==> config.mk <==
export PLATFORM = sky130hd
export DESIGN_NAME = irq_prio_ctrl
export DESIGN_NICKNAME = d
export VERILOG_FILES = /design/src/rtl/irq_prio_pkg.sv /design/src/rtl/irq_prio_enc.sv /design/src/rtl/irq_lvl_stack.sv /design/src/rtl/irq_prio_ctrl.sv
export SDC_FILE = /design/constraint.sdc
export NUM_CORES = 1
export LEC_CHECK = 0
export CAP_MARGIN = 10
export CORE_UTILIZATION = 25
export DETAILED_ROUTE_END_ITERATION = 8
export PLACE_DENSITY = 0.53
export SLEW_MARGIN = 40
export SYNTH_ARGS = -nofsm -noshare
export SYNTH_HDL_FRONTEND = slang
export SYNTH_SLANG_ARGS = --single-unit
==> constraint.sdc <==
create_clock -name clk -period 5.8 [get_ports clk]
set_input_delay 0.58 -clock clk [delete_from_list [all_inputs] [get_ports clk]]
set_output_delay 0.58 -clock clk [all_outputs]
set_load 0.01 [all_outputs]
==> src/rtl/irq_prio_pkg.sv <==
package irq_prio_pkg;
    typedef enum logic [1:0] {
        SEL_CTRL = 2'd0,
        SEL_MASK = 2'd1,
        SEL_PEND = 2'd2
    } reg_sel_e;

    localparam int CTRL_NEST_BIT = 4;
    localparam int CTRL_GIE_BIT  = 5;

    localparam int SRC_RESET = 0;
    localparam int SRC_EMU   = 1;
    localparam int SRC_PWD   = 2;
endpackage

==> src/rtl/irq_prio_enc.sv <==
module irq_prio_enc #(
    parameter int N  = 16,
    parameter int IW = $clog2(N)
) (
    input  logic [N-1:0]  req,
    output logic          found,
    output logic [IW-1:0] idx
);
    // lowest set index wins
    always_comb begin
        found = 1'b0;
        idx   = '0;
        for (int i = N - 1; i >= 0; i--) begin
            if (req[i]) begin
                found = 1'b1;
                idx   = IW'(i);
            end
        end
    end
endmodule

==> src/rtl/irq_lvl_stack.sv <==
module irq_lvl_stack #(
    parameter int DEPTH = 16,
    parameter int LW    = 4
) (
    input  logic          clk,
    input  logic          rst_n,
    input  logic          push,
    input  logic          pop,
    input  logic [LW-1:0] push_lvl,
    output logic          nonempty,
    output logic [LW-1:0] top_lvl
);
    localparam int SPW  = $clog2(DEPTH + 1);
    localparam int LIDX = (DEPTH > 1) ? $clog2(DEPTH) : 1;

    typedef struct packed {
        logic [DEPTH-1:0][LW-1:0] stk;
        logic [SPW-1:0]           sp;
    } stk_t;

    stk_t s_d, s_q;
    logic do_pop, do_push;
    logic [LIDX-1:0] wr_idx, top_idx;

    always_comb begin
        s_d     = s_q;
        do_pop  = pop && (s_q.sp != '0);
        do_push = push && ((s_q.sp < SPW'(DEPTH)) || do_pop);
        wr_idx  = LIDX'(s_q.sp);
        top_idx = LIDX'(s_q.sp - SPW'(1));
        if (do_pop && do_push) begin
            s_d.stk[top_idx] = push_lvl;
        end else if (do_pop) begin
            s_d.sp = s_q.sp - SPW'(1);
        end else if (do_push) begin
            s_d.stk[wr_idx] = push_lvl;
            s_d.sp          = s_q.sp + SPW'(1);
        end
    end

    always_ff @(posedge clk) begin
        if (!rst_n) s_q <= '0;
        else        s_q <= s_d;
    end

    assign nonempty = (s_q.sp != '0);
    assign top_lvl  = nonempty ? s_q.stk[top_idx] : '0;
endmodule

==> src/rtl/irq_prio_ctrl.sv <==
module irq_prio_ctrl
    import irq_prio_pkg::*;
#(
    parameter  int N_SRC = 16,
    localparam int IW    = $clog2(N_SRC),
    localparam int REG_W = (N_SRC > 16) ? N_SRC : 16
) (
    input  logic             clk,
    input  logic             rst_n,
    input  logic [N_SRC-1:0] irq_req,
    input  logic             reg_we,
    input  logic [1:0]       reg_sel,
    input  logic [REG_W-1:0] reg_wdata,
    input  logic             gie_set,
    input  logic             gie_clr,
    input  logic             irq_ack,
    input  logic             irq_rti,
    output logic             irq_valid,
    output logic [IW-1:0]    irq_id,
    output logic             active_valid,
    output logic [IW-1:0]    active_lvl,
    output logic [REG_W-1:0] ctrl_rdata,
    output logic [N_SRC-1:0] mask_rdata,
    output logic [N_SRC-1:0] pend_rdata
);
    typedef struct packed {
        logic             nest;
        logic             gie;
        logic [N_SRC-1:0] mask;
        logic [N_SRC-1:0] pend;
    } ctl_t;

    ctl_t r_d, r_q;

    logic [N_SRC-1:0] elig;
    logic             cand_found;
    logic [IW-1:0]    cand_id;
    logic             stk_nonempty;
    logic [IW-1:0]    stk_top;
    logic             take;

    // per-source qualification: reset/emulation free, power-down gated by gie only
    for (genvar g = 0; g < N_SRC; g++) begin : g_elig
        if (g == SRC_RESET || g == SRC_EMU) begin : g_free
            assign elig[g] = r_q.pend[g];
        end else if (g == SRC_PWD) begin : g_pwd
            assign elig[g] = r_q.pend[g] & r_q.gie;
        end else begin : g_mask
            assign elig[g] = r_q.pend[g] & r_q.mask[g] & r_q.gie;
        end
    end

    irq_prio_enc #(.N(N_SRC), .IW(IW)) u_enc (
        .req   (elig),
        .found (cand_found),
        .idx   (cand_id)
    );

    irq_lvl_stack #(.DEPTH(N_SRC), .LW(IW)) u_stk (
        .clk      (clk),
        .rst_n    (rst_n),
        .push     (take),
        .pop      (irq_rti),
        .push_lvl (cand_id),
        .nonempty (stk_nonempty),
        .top_lvl  (stk_top)
    );

    always_comb begin
        irq_valid = cand_found &&
                    (!stk_nonempty || (r_q.nest && (cand_id < stk_top)));
        take      = irq_ack && irq_valid;

        r_d = r_q;
        if (reg_we) begin
            unique case (reg_sel_e'(reg_sel))
                SEL_CTRL: begin
                    r_d.nest = reg_wdata[CTRL_NEST_BIT];
                    r_d.gie  = reg_wdata[CTRL_GIE_BIT];
                end
                SEL_MASK: r_d.mask = reg_wdata[N_SRC-1:0];
                SEL_PEND: r_d.pend = reg_wdata[N_SRC-1:0];
                default:  ;
            endcase
        end
        if (gie_set) r_d.gie = 1'b1;
        if (gie_clr) r_d.gie = 1'b0;
        if (take)    r_d.pend[cand_id] = 1'b0;
        r_d.pend = r_d.pend | irq_req;
    end

    always_ff @(posedge clk) begin
        if (!rst_n) r_q <= '0;
        else        r_q <= r_d;
    end

    always_comb begin
        ctrl_rdata                = '0;
        ctrl_rdata[CTRL_NEST_BIT] = r_q.nest;
        ctrl_rdata[CTRL_GIE_BIT]  = r_q.gie;
    end

    assign irq_id       = cand_id;
    assign active_valid = stk_nonempty;
    assign active_lvl   = stk_top;
    assign mask_rdata   = r_q.mask;
    assign pend_rdata   = r_q.pend;
endmodule

### Word level (Yosys, flattened, before mapping)

Cells that the tools add are included.
Widths: inputs -> output; s select.

* add/subtract/negate cells: 2
* magnitude comparators: 8
* equality and inequality tests: 3
* mux-type cells: 53
* bitwise gates (word level): 32
* reduce and logical (&&, ||, !) cells: 24

Operator list (count)
* $bwmux 64: 2
* $mux 64: 2
* $mux 4: 20
* $mux 69: 1
* $mux 16: 3
* $mux 33: 1
* $demux 4 s4: 2
* $and 1x1->1: 27
* $mux 1: 19
* $and 16x16->16: 1
* $bmux 4 s4: 1
* $not 16->16: 1
* $or 16x16->16: 1
* $lt 4x5->1 const B: 3
* $ge 4x1->1 const B: 3
* $reduce_and 2->1: 5
* $logic_and 1x1->1: 9
* $reduce_bool 2->1: 4
* $add 5x1->5 const B: 1
* $lt 5x5->1 const B: 1
* $mux 5: 1
* $reduce_bool 5->1: 1
* $sub 5x1->5 const B: 1
* $demux 1 s4: 1
* other kinds (9): 11

* register bits: 103

### Logic depth before layout (Yosys ltp)

Gate-level depths: netlist of the first run.

* depth in word-level cells: 27
* mapped depth: 25

### Hierarchy

A second synthesis of the first run with hierarchy kept.

* cells, all modules: 596
* area total of the unflattened synthesis: 5974.5 µm²

By module, submodules not included
* irq_lvl_stack: times used 1, cells each 345, area an instance 3868.7 µm²
* irq_prio_ctrl: times used 1, cells each 218, area an instance 1926.8 µm²
* irq_prio_enc: times used 1, cells each 33, area an instance 178.9 µm²

### Worst setup path before layout of the first run

OpenSTA, ideal clock, no wires.

* path type: register to register
* start point: register u_stk.s_q[0] (netlist bit)
* end point: register u_stk.s_q[29] (netlist bit)
* setup time: 72 ps
* arrival time: 5472 ps
* required time: 5728 ps
* path slack: 256 ps
* cell stages (with the launch flop): 21
* path buffers: 5
* clock period less this slack: 5544 ps
* cell sequence: dfxtp_1 > buf_4 > buf_2 > inv_1 > ha_1 > clkbuf_2 > clkbuf_1 > mux4_2 > nor2_1 > or4_1 > ha_1 > a2111oi_0 > a31oi_1 > nor2b_1 > nand2_1 > ha_1 > and3b_1 > nand4_2 > buf_6 > a21oi_2 > mux2i_1

* cells in the longest elaborated chain, start to end: 13
* elaborated cells on any way between the ends: 34
* those cells by class: 1 x add/sub; 6 x order compare; 1 x eq/ne; 12 x mux; 14 x reduce/logical

Ends and longest elaborated chain
* from (decl): RTL line irq_lvl_stack.sv:21 `stk_t s_d, s_q;`
* from (signal assigned): RTL line irq_lvl_stack.sv:42 `if (!rst_n) s_q <= '0;`
* from (signal assigned): RTL line irq_lvl_stack.sv:43 `else s_q <= s_d;`
* $sub 5x1->5 (*): RTL line irq_lvl_stack.sv:30 `top_idx = LIDX'(s_q.sp - SPW'(1));`
* named net u_stk.top_idx[0]: RTL line irq_lvl_stack.sv:23 `logic [LIDX-1:0] wr_idx, top_idx;`
* $bmux 4 s4: RTL line irq_lvl_stack.sv:47 `assign top_lvl = nonempty ? s_q.stk[top_idx] : '0;`
* $mux 4 (not written as such): RTL line irq_lvl_stack.sv:47
* $mux 4: RTL line irq_lvl_stack.sv:47
* $lt 4x4->1: RTL line irq_prio_ctrl.sv:71 `(!stk_nonempty || (r_q.nest && (cand_id < stk_top)));`
* $logic_and 1x1->1: RTL line irq_prio_ctrl.sv:71
* $logic_or 1x1->1: RTL line irq_prio_ctrl.sv:71
* $logic_and 1x1->1: RTL line irq_prio_ctrl.sv:70 `irq_valid = cand_found &&`
* $logic_and 1x1->1: RTL line irq_prio_ctrl.sv:72 `take = irq_ack && irq_valid;`
* $logic_and 1x1->1: RTL line irq_lvl_stack.sv:28 `do_push = push && ((s_q.sp < SPW'(DEPTH)) || do_pop);`
* $logic_and 1x1->1: RTL line irq_lvl_stack.sv:31 `if (do_pop && do_push) begin`
* $ne 2x2->1 (no line) / $reduce_bool 2->1 (equally long branches)
* $reduce_and 2->1 (no line)

The timed path passes the listed nets; every way through them passes the cells marked *. The select of a mux whose other input is x is not followed.
A chain may end at the register's enable or synchronous reset.

### Worst setup path after layout of the first run

* start point: register u_stk.s_q[0] (netlist bit)
* end point: register u_stk.s_q[20] (netlist bit)

* cells in the longest elaborated chain, start to end: 13
* elaborated cells on any way between the ends: 34
* those cells by class: 1 x add/sub; 6 x order compare; 1 x eq/ne; 12 x mux; 14 x reduce/logical

Ends and longest elaborated chain (RTL line)
* $sub 5x1->5: irq_lvl_stack.sv:30
* $bmux 4 s4: irq_lvl_stack.sv:47
* $mux 4 (not written as such): irq_lvl_stack.sv:47
* $mux 4: irq_lvl_stack.sv:47
* $lt 4x4->1: irq_prio_ctrl.sv:71
* $logic_and 1x1->1: irq_prio_ctrl.sv:71
* $logic_or 1x1->1: irq_prio_ctrl.sv:71
* $logic_and 1x1->1: irq_prio_ctrl.sv:70
* $logic_and 1x1->1: irq_prio_ctrl.sv:72
* $logic_and 1x1->1: irq_lvl_stack.sv:28
* $logic_and 1x1->1: irq_lvl_stack.sv:31
* $ne 2x2->1 (no line) / $reduce_bool 2->1 (equally long branches)
* $reduce_and 2->1 (no line)

Parallel ways exist; a longest one is shown, timed or not. The select of a mux whose other input is x is not followed.

==> flow_metrics.tcl, run 1 <==
set metrics [dict create \
    layout-drive-gt1-share_pct 11.4 \
    area_growth_pct 23.2 \
    period_share_pct 91.4 \
    yosysSeqAreaShare_pct 36.0 \
    ctsHoldBuffers 0 \
    grt_usage_pct 14.0 \
    synth_edf_count 0 \
    first_pass_iters 9 \
    gp_congestion 0.835 \
    die_h_um 153 \
    min_delay_path_depth 2 \
    die_w_um 153 \
    drv_slew 0 \
    syn_area_per_cell_um2 9.34 \
    end_kind "register" \
    fin_cells 975 \
    drc 2 \
    grt_pass1_vias 4482 \
    tns_ns 0 \
    hold_viol_final 0 \
    place_inst 959 \
    drt_wl_total_um 16300 \
    h-tree-depth 3 \
    min_path_type "register to register" \
    via_per_inst 4.78 \
    synthArstFlopShare_pct 0 \
    cp_max_fo 23 \
    post-cts-setup-buffers 0 \
    cts_buffers 9 \
    start_util_pct 25.4 \
    powerDensity_nw_per_um2 325 \
    diodes 0 \
    die_area_um2 23500 \
    coreArea_um2 22600 \
    drv_cap 0 \
    timing.rr.start "u_stk.s_q[0]$_SDFFE_PN0P_" \
    cts.sinks 103 \
    cts.repair.resized 0 \
    grt_busiest_layer "met2" \
    ys_ff_latch 103 \
    fin_crit_ns 5.30 \
    synth_top_area_cell "dfxtp_1" \
    grtUsageMet2_pct 22.0 \
    cts_tree "built" \
    cp-start-kind "register" \
    row_count 55 \
    worst_ep_arrival_time_ns 5.56 \
    portBuffers 84 \
    min_from "u_stk.s_q[44]$_SDFFE_PN0P_" \
    num_vias 4662 \
    post_drt_wl_per_cell_um 16.8 \
    grt_util_met3_pct 3.12 \
    netlist_instances 614 \
    holdPathEnd "u_stk.s_q[44]$_SDFFE_PN0P_" \
    crit_type "register to register" \
    finClkSkew_ns 0.00837 \
    reg2reg_depth 17 \
    ir_worst_vdd_uv 137 \
    ys.flop_type "dfxtp_1" \
    setup_ws_ns 0.501 \
    fin_nets 737 \
    post-place-ws_ns 0.467 \
    clock.fmax_mhz 189 \
    outcome "complete, but fails checks" \
    violations "DRC" \
    grt_antenna_before_repair 0 \
    clk_root_buffer_cell "clkbuf_16" \
    required_ns 6.06 \
    clkLatencyLatePin_ns 0.35 \
    worstMarginPinSlew_ns 0.782 \
    fillers 2341 \
    io_pins 99 \
    ys_types 57 \
    path_clk_slew_ns 0.07 \
    r2r_slack_ns 0.50 \
    place_hpwl_um 11900 \
    grt_max_degree 108 \
    synth_area_um2 5730 \
    synth_top_cells_by_area "dfxtp_1 36%, mux2i_1 12%, nand2_1 8.2%" \
    grt_pass1_wl_um 26000 \
    ys_warn_count 0 \
    rsz0062_at_grt "false" \
    clockBufferDepth 2 \
    met1_usage_pct 19.5 \
    p_leak_nw 2.36 \
    r2r-end "u_stk.s_q[20]$_SDFFE_PN0P_" \
    synth.top_cell.area_share_pct 36.0 \
    setup_viol 0 \
    drtIter0Drc 265 \
    overflow 0 \
    antenna_left 0 \
    max-slew-margin-rel_pct 47.7 \
]
registers in the layout, summed over array words and instances (netlist names):
name and count:
ctrl_rdata 2, mask_rdata 16, pend_rdata 16, u_stk.s_q 69
worst max-delay path, stage by stage, from the launching register on:
cell	delay (ns)
dfxtp_1	0.33
buf_4	0.37
nor3_4	0.10
xnor2_1	0.51
a211oi_1	0.14
or4_1	0.57
ha_1	0.31
a2111oi_0	0.65
a31oi_1	0.28
nor2b_1	0.29
and2_1	0.17
ha_1	0.14
buf_4	0.23
nor2b_1	0.18
a21oi_2	0.11
buf_4	0.27
a21oi_2	0.31
mux2i_1	0.23
cells in the final DEF (no fill, tap or decap), drive strengths merged, types with 4 or more instances in the layout:
cell,instances
nand2,125
a22oi,6
and2,13
clkbuf,10
nor3,9
a211oi,7
a21boi,17
nand2b,6
mux4,16
conb,14
nor2,23
nand3,5
a21oi,31
mux2,14
nor2b,9
mux2i,70
ha,11
a31oi,5
o21a,9
dfxtp,103
inv,19
o41a,5
o21ai,16
a32oi,12
clkdlybuf4s50,83
xnor2,4
buf,10
per-stage QoR:
step / hold slack [ns] / power [mW] / cell area (um^2) / utilization [%]
floorplan: 0.432 / 1.44 / 5780 / -
detailed placement: 0.443 / 1.74 / 6790 / 30.1
CTS: 0.458 / 2.32 / 7060 / 31.3
global placement: 0.440 / 1.73 / 6780 / 30.0
finish: 0.455 / 2.29 / 7060 / 31.3
global route: 0.471 / 2.43 / 7060 / 31.3
kinds of logic (layout without fill, tap and decap cells):
logic type	Yosys count	count (layout)	share of synthesized area (%)
AND/OR/NAND/NOR	204	204	16.0
other	1	14	0.0654
buffers and inverters	63	126	5.59
XOR/XNOR	7	7	1.20
multiplexers	100	100	21.3
flip-flops	103	103	36.0
AO/OA/AOI/OAI	125	125	17.5
adder cells (fa/ha/maj)	11	11	2.40
per-layer routing:
metal  part of all wire [%]  up-vias  wire, um
met5                      0        -         0
met4                   0.84        0       137
met3                    5.3        8       871
met2                     44      130      7180
met1                     50     2221      8140
li1                       -     2303         -
cell type report:
type / count / area [um^2] / share of cell area, %
Multi-Input combinational cell: 461 / 3400 / 48.1
Sequential cell: 103 / 2060 / 29.2
Timing Repair Buffer: 93 / 910 / 12.9
Tap cell: 285 / 357 / 5.05
Clock buffer: 10 / 229 / 3.24
Inverter: 17 / 63.8 / 0.903
Clock inverter: 6 / 45.0 / 0.638
worst max path at each step:
stage	slack, ns	startpoint	to
global route	0.03	u_stk.s_q[0]$_SDFFE_PN0P_	u_stk.s_q[18]$_SDFFE_PN0P_
finish	0.50	u_stk.s_q[0]$_SDFFE_PN0P_	u_stk.s_q[20]$_SDFFE_PN0P_
floorplan	0.26	u_stk.s_q[0]$_SDFFE_PN0P_	u_stk.s_q[29]$_SDFFE_PN0P_
detailed placement	0.47	u_stk.s_q[0]$_SDFFE_PN0P_	u_stk.s_q[20]$_SDFFE_PN0P_
global placement	0.62	u_stk.s_q[0]$_SDFFE_PN0P_	u_stk.s_q[19]$_SDFFE_PN0P_
CTS	0.44	u_stk.s_q[0]$_SDFFE_PN0P_	u_stk.s_q[20]$_SDFFE_PN0P_
report_power, final:
| group | switching, mW | internal, mW |
|---|---|---|
| Clock | 0.283 | 0.295 |
| Combinational | 0.575 | 0.378 |
| Sequential | 0.0319 | 0.732 |
Yosys cell counts (11+ instances only):
cell type  number
buf_4          15
and2_1         13
a32oi_1        12
dfxtp_1       103
nand2_1       125
mux2_2         14
mux2i_1        70
ha_1           11
a21boi_0       17
inv_1          15
a21oi_1        14
mux4_2         16
nor2_1         23
clkbuf_1       24
o21ai_0        15
Power figures use the tool's default switching activity.
==> run 2, diff against run 1 <==
--- a/config.mk
+++ b/config.mk
@@ -9,6 +9,7 @@
 export CORE_UTILIZATION = 25
 export DETAILED_ROUTE_END_ITERATION = 8
 export PLACE_DENSITY = 0.53
+export REMOVE_ABC_BUFFERS = 1
 export SLEW_MARGIN = 40
 export SYNTH_ARGS = -nofsm -noshare
 export SYNTH_HDL_FRONTEND = slang
==> flow_metrics.tcl, run 2 (synthesis gave the netlist of run 1 again) <==
set metrics [dict create \
    cts_tree "built" \
    largest_reg_flops 69 \
    powerDensity_nw_per_um2 330 \
    outcome "finished clean" \
    cp_common_cell "ha_1" \
    ctsHoldBuffers 0 \
    grt_max_degree 63 \
    end_kind "register" \
    crit_chain "inv_1, ha_1, mux4_2, and2_1, a211oi_1, or4_1, ha_1, a2111oi_1, a31oi_1, nor2b_1, nand2_1, ha_1, and3b_1, nand4_2, buf_4, a21oi_2, mux2i_1" \
    num_vias 4665 \
    cts.repair.resized 0 \
    fin_area_um2 7120 \
    post_drt_wl_per_cell_um 16.9 \
    layout_commonest_cell "nand2_1" \
    die_area_um2 23500 \
    regMostFlops "u_stk.s_q" \
    area_growth_pct 24.3 \
    drv_slew 0 \
    io_pins 99 \
    finClkSkew_ns 0.0113 \
    max-slew-margin-rel_pct 48.8 \
    clk_root_buffer_cell "clkbuf_16" \
    hold_viol_final 0 \
    grt_antenna_before_repair 0 \
    drt_wl_total_um 16600 \
    grt_usage_pct 14.3 \
    min_path_type "register to register" \
    placement.cell_area_um2 6840 \
    cts.sinks 103 \
    required_ns 6.07 \
    cp_max_fo 16 \
    drv_cap 0 \
    drc 0 \
    overflow 0 \
    via_per_inst 4.76 \
    die_h_um 153 \
    layout-drive-gt1-share_pct 12.2 \
    cts_buffers 9 \
    portBuffers 84 \
    period_share_pct 90.1 \
    ir_worst_vdd_uv 123 \
    clkLatencyLatePin_ns 0.36 \
    worstMarginPinSlew_ns 0.768 \
    clock.fmax_mhz 191 \
    path_clk_slew_ns 0.07 \
    crit_type "register to register" \
    grt_pass1_vias 4542 \
    rsz0062_at_grt "false" \
    cp-start-kind "register" \
    fin_nets 742 \
    row_count 55 \
    critPathSlowestCell "a2111oi_1" \
    grt_pass1_wl_um 26200 \
    max_stage_delay_ns 0.62 \
    coreArea_um2 22600 \
    worst_ep_arrival_time_ns 5.50 \
    antenna_left 0 \
    diodes 0 \
    p_leak_nw 2.40 \
    post-cts-setup-buffers 0 \
    gp_congestion 0.893 \
    fin_crit_ns 5.23 \
    setup_viol 0 \
    start_util_pct 25.4 \
    place_hpwl_um 12300 \
    power_mw 2.35 \
    first_pass_iters 5 \
    final_cell_mix "125 x nand2_1, 103 x dfxtp_1, 83 x clkdlybuf4s50_1" \
    drtIter0Drc 269 \
    clockBufferDepth 2 \
    die_w_um 153 \
    h-tree-depth 3 \
]
## run 2: critical path: cells and delay by family (launching register included)
family,cells,cell delay [ns]
AOI/OAI and AO/OA,4,1.31
and+or+nand+nor,6,1.49
muxes,2,0.49
buffers and inverters,2,0.40
DFF,1,0.39
adders and majority gates,3,1.05
## run 2: layout make-up
cell class	instances	area (um^2)
multi-input combinational	461	3410
clock inverter	7	56.3
clock buffer	9	225
sequential	103	2060
inverter	17	63.8
tap	285	357
fill	2322	15400
timing repair buffer	98	951
## run 2: where the power goes
group          total, mW  internal (mW)  switching [mW]
sequential         0.766          0.732          0.0334
clock              0.592          0.297           0.295
combinational      0.995          0.400           0.594
total               2.35           1.43           0.923
## run 2: worst paths after layout
path,from,endpoint,depth (start not counted),slack (ns)
hold / removal,u_stk.s_q[42]$_SDFFE_PN0P_,u_stk.s_q[42]$_SDFFE_PN0P_,2,0.46
hold reg to reg,u_stk.s_q[42]$_SDFFE_PN0P_,u_stk.s_q[42]$_SDFFE_PN0P_,2,0.46
setup / recovery,u_stk.s_q[0]$_SDFFE_PN0P_,u_stk.s_q[16]$_SDFFE_PN0P_,17,0.57
setup reg to reg,u_stk.s_q[0]$_SDFFE_PN0P_,u_stk.s_q[16]$_SDFFE_PN0P_,17,0.57
## run 2: per-stage QoR
step / utilization, % / hold WS, ns / setup TNS (ns) / setup slack (ns) / instances
after floorplan: - / 0.432 / -22.00 / -0.387 / 581
final: 31.6 / 0.456 / 0 / 0.574 / 980
after global placement: 30.2 / 0.439 / 0 / 0.509 / 962
after detailed placement: 30.3 / 0.447 / 0 / 0.435 / 964
after global routing: 31.6 / 0.470 / 0 / 0.105 / 980
after CTS: 31.5 / 0.459 / 0 / 0.429 / 980
## run 2: routing by layer
layer | share of wire (%) | vias up | track usage, %
li1 | - | 2310 | -
met1 | 47 | 2202 | 18.7
met2 | 46 | 139 | 23.6
met3 | 5.0 | 14 | 2.98
met4 | 1.4 | 0 | 4.33
met5 | 0 | - | 0
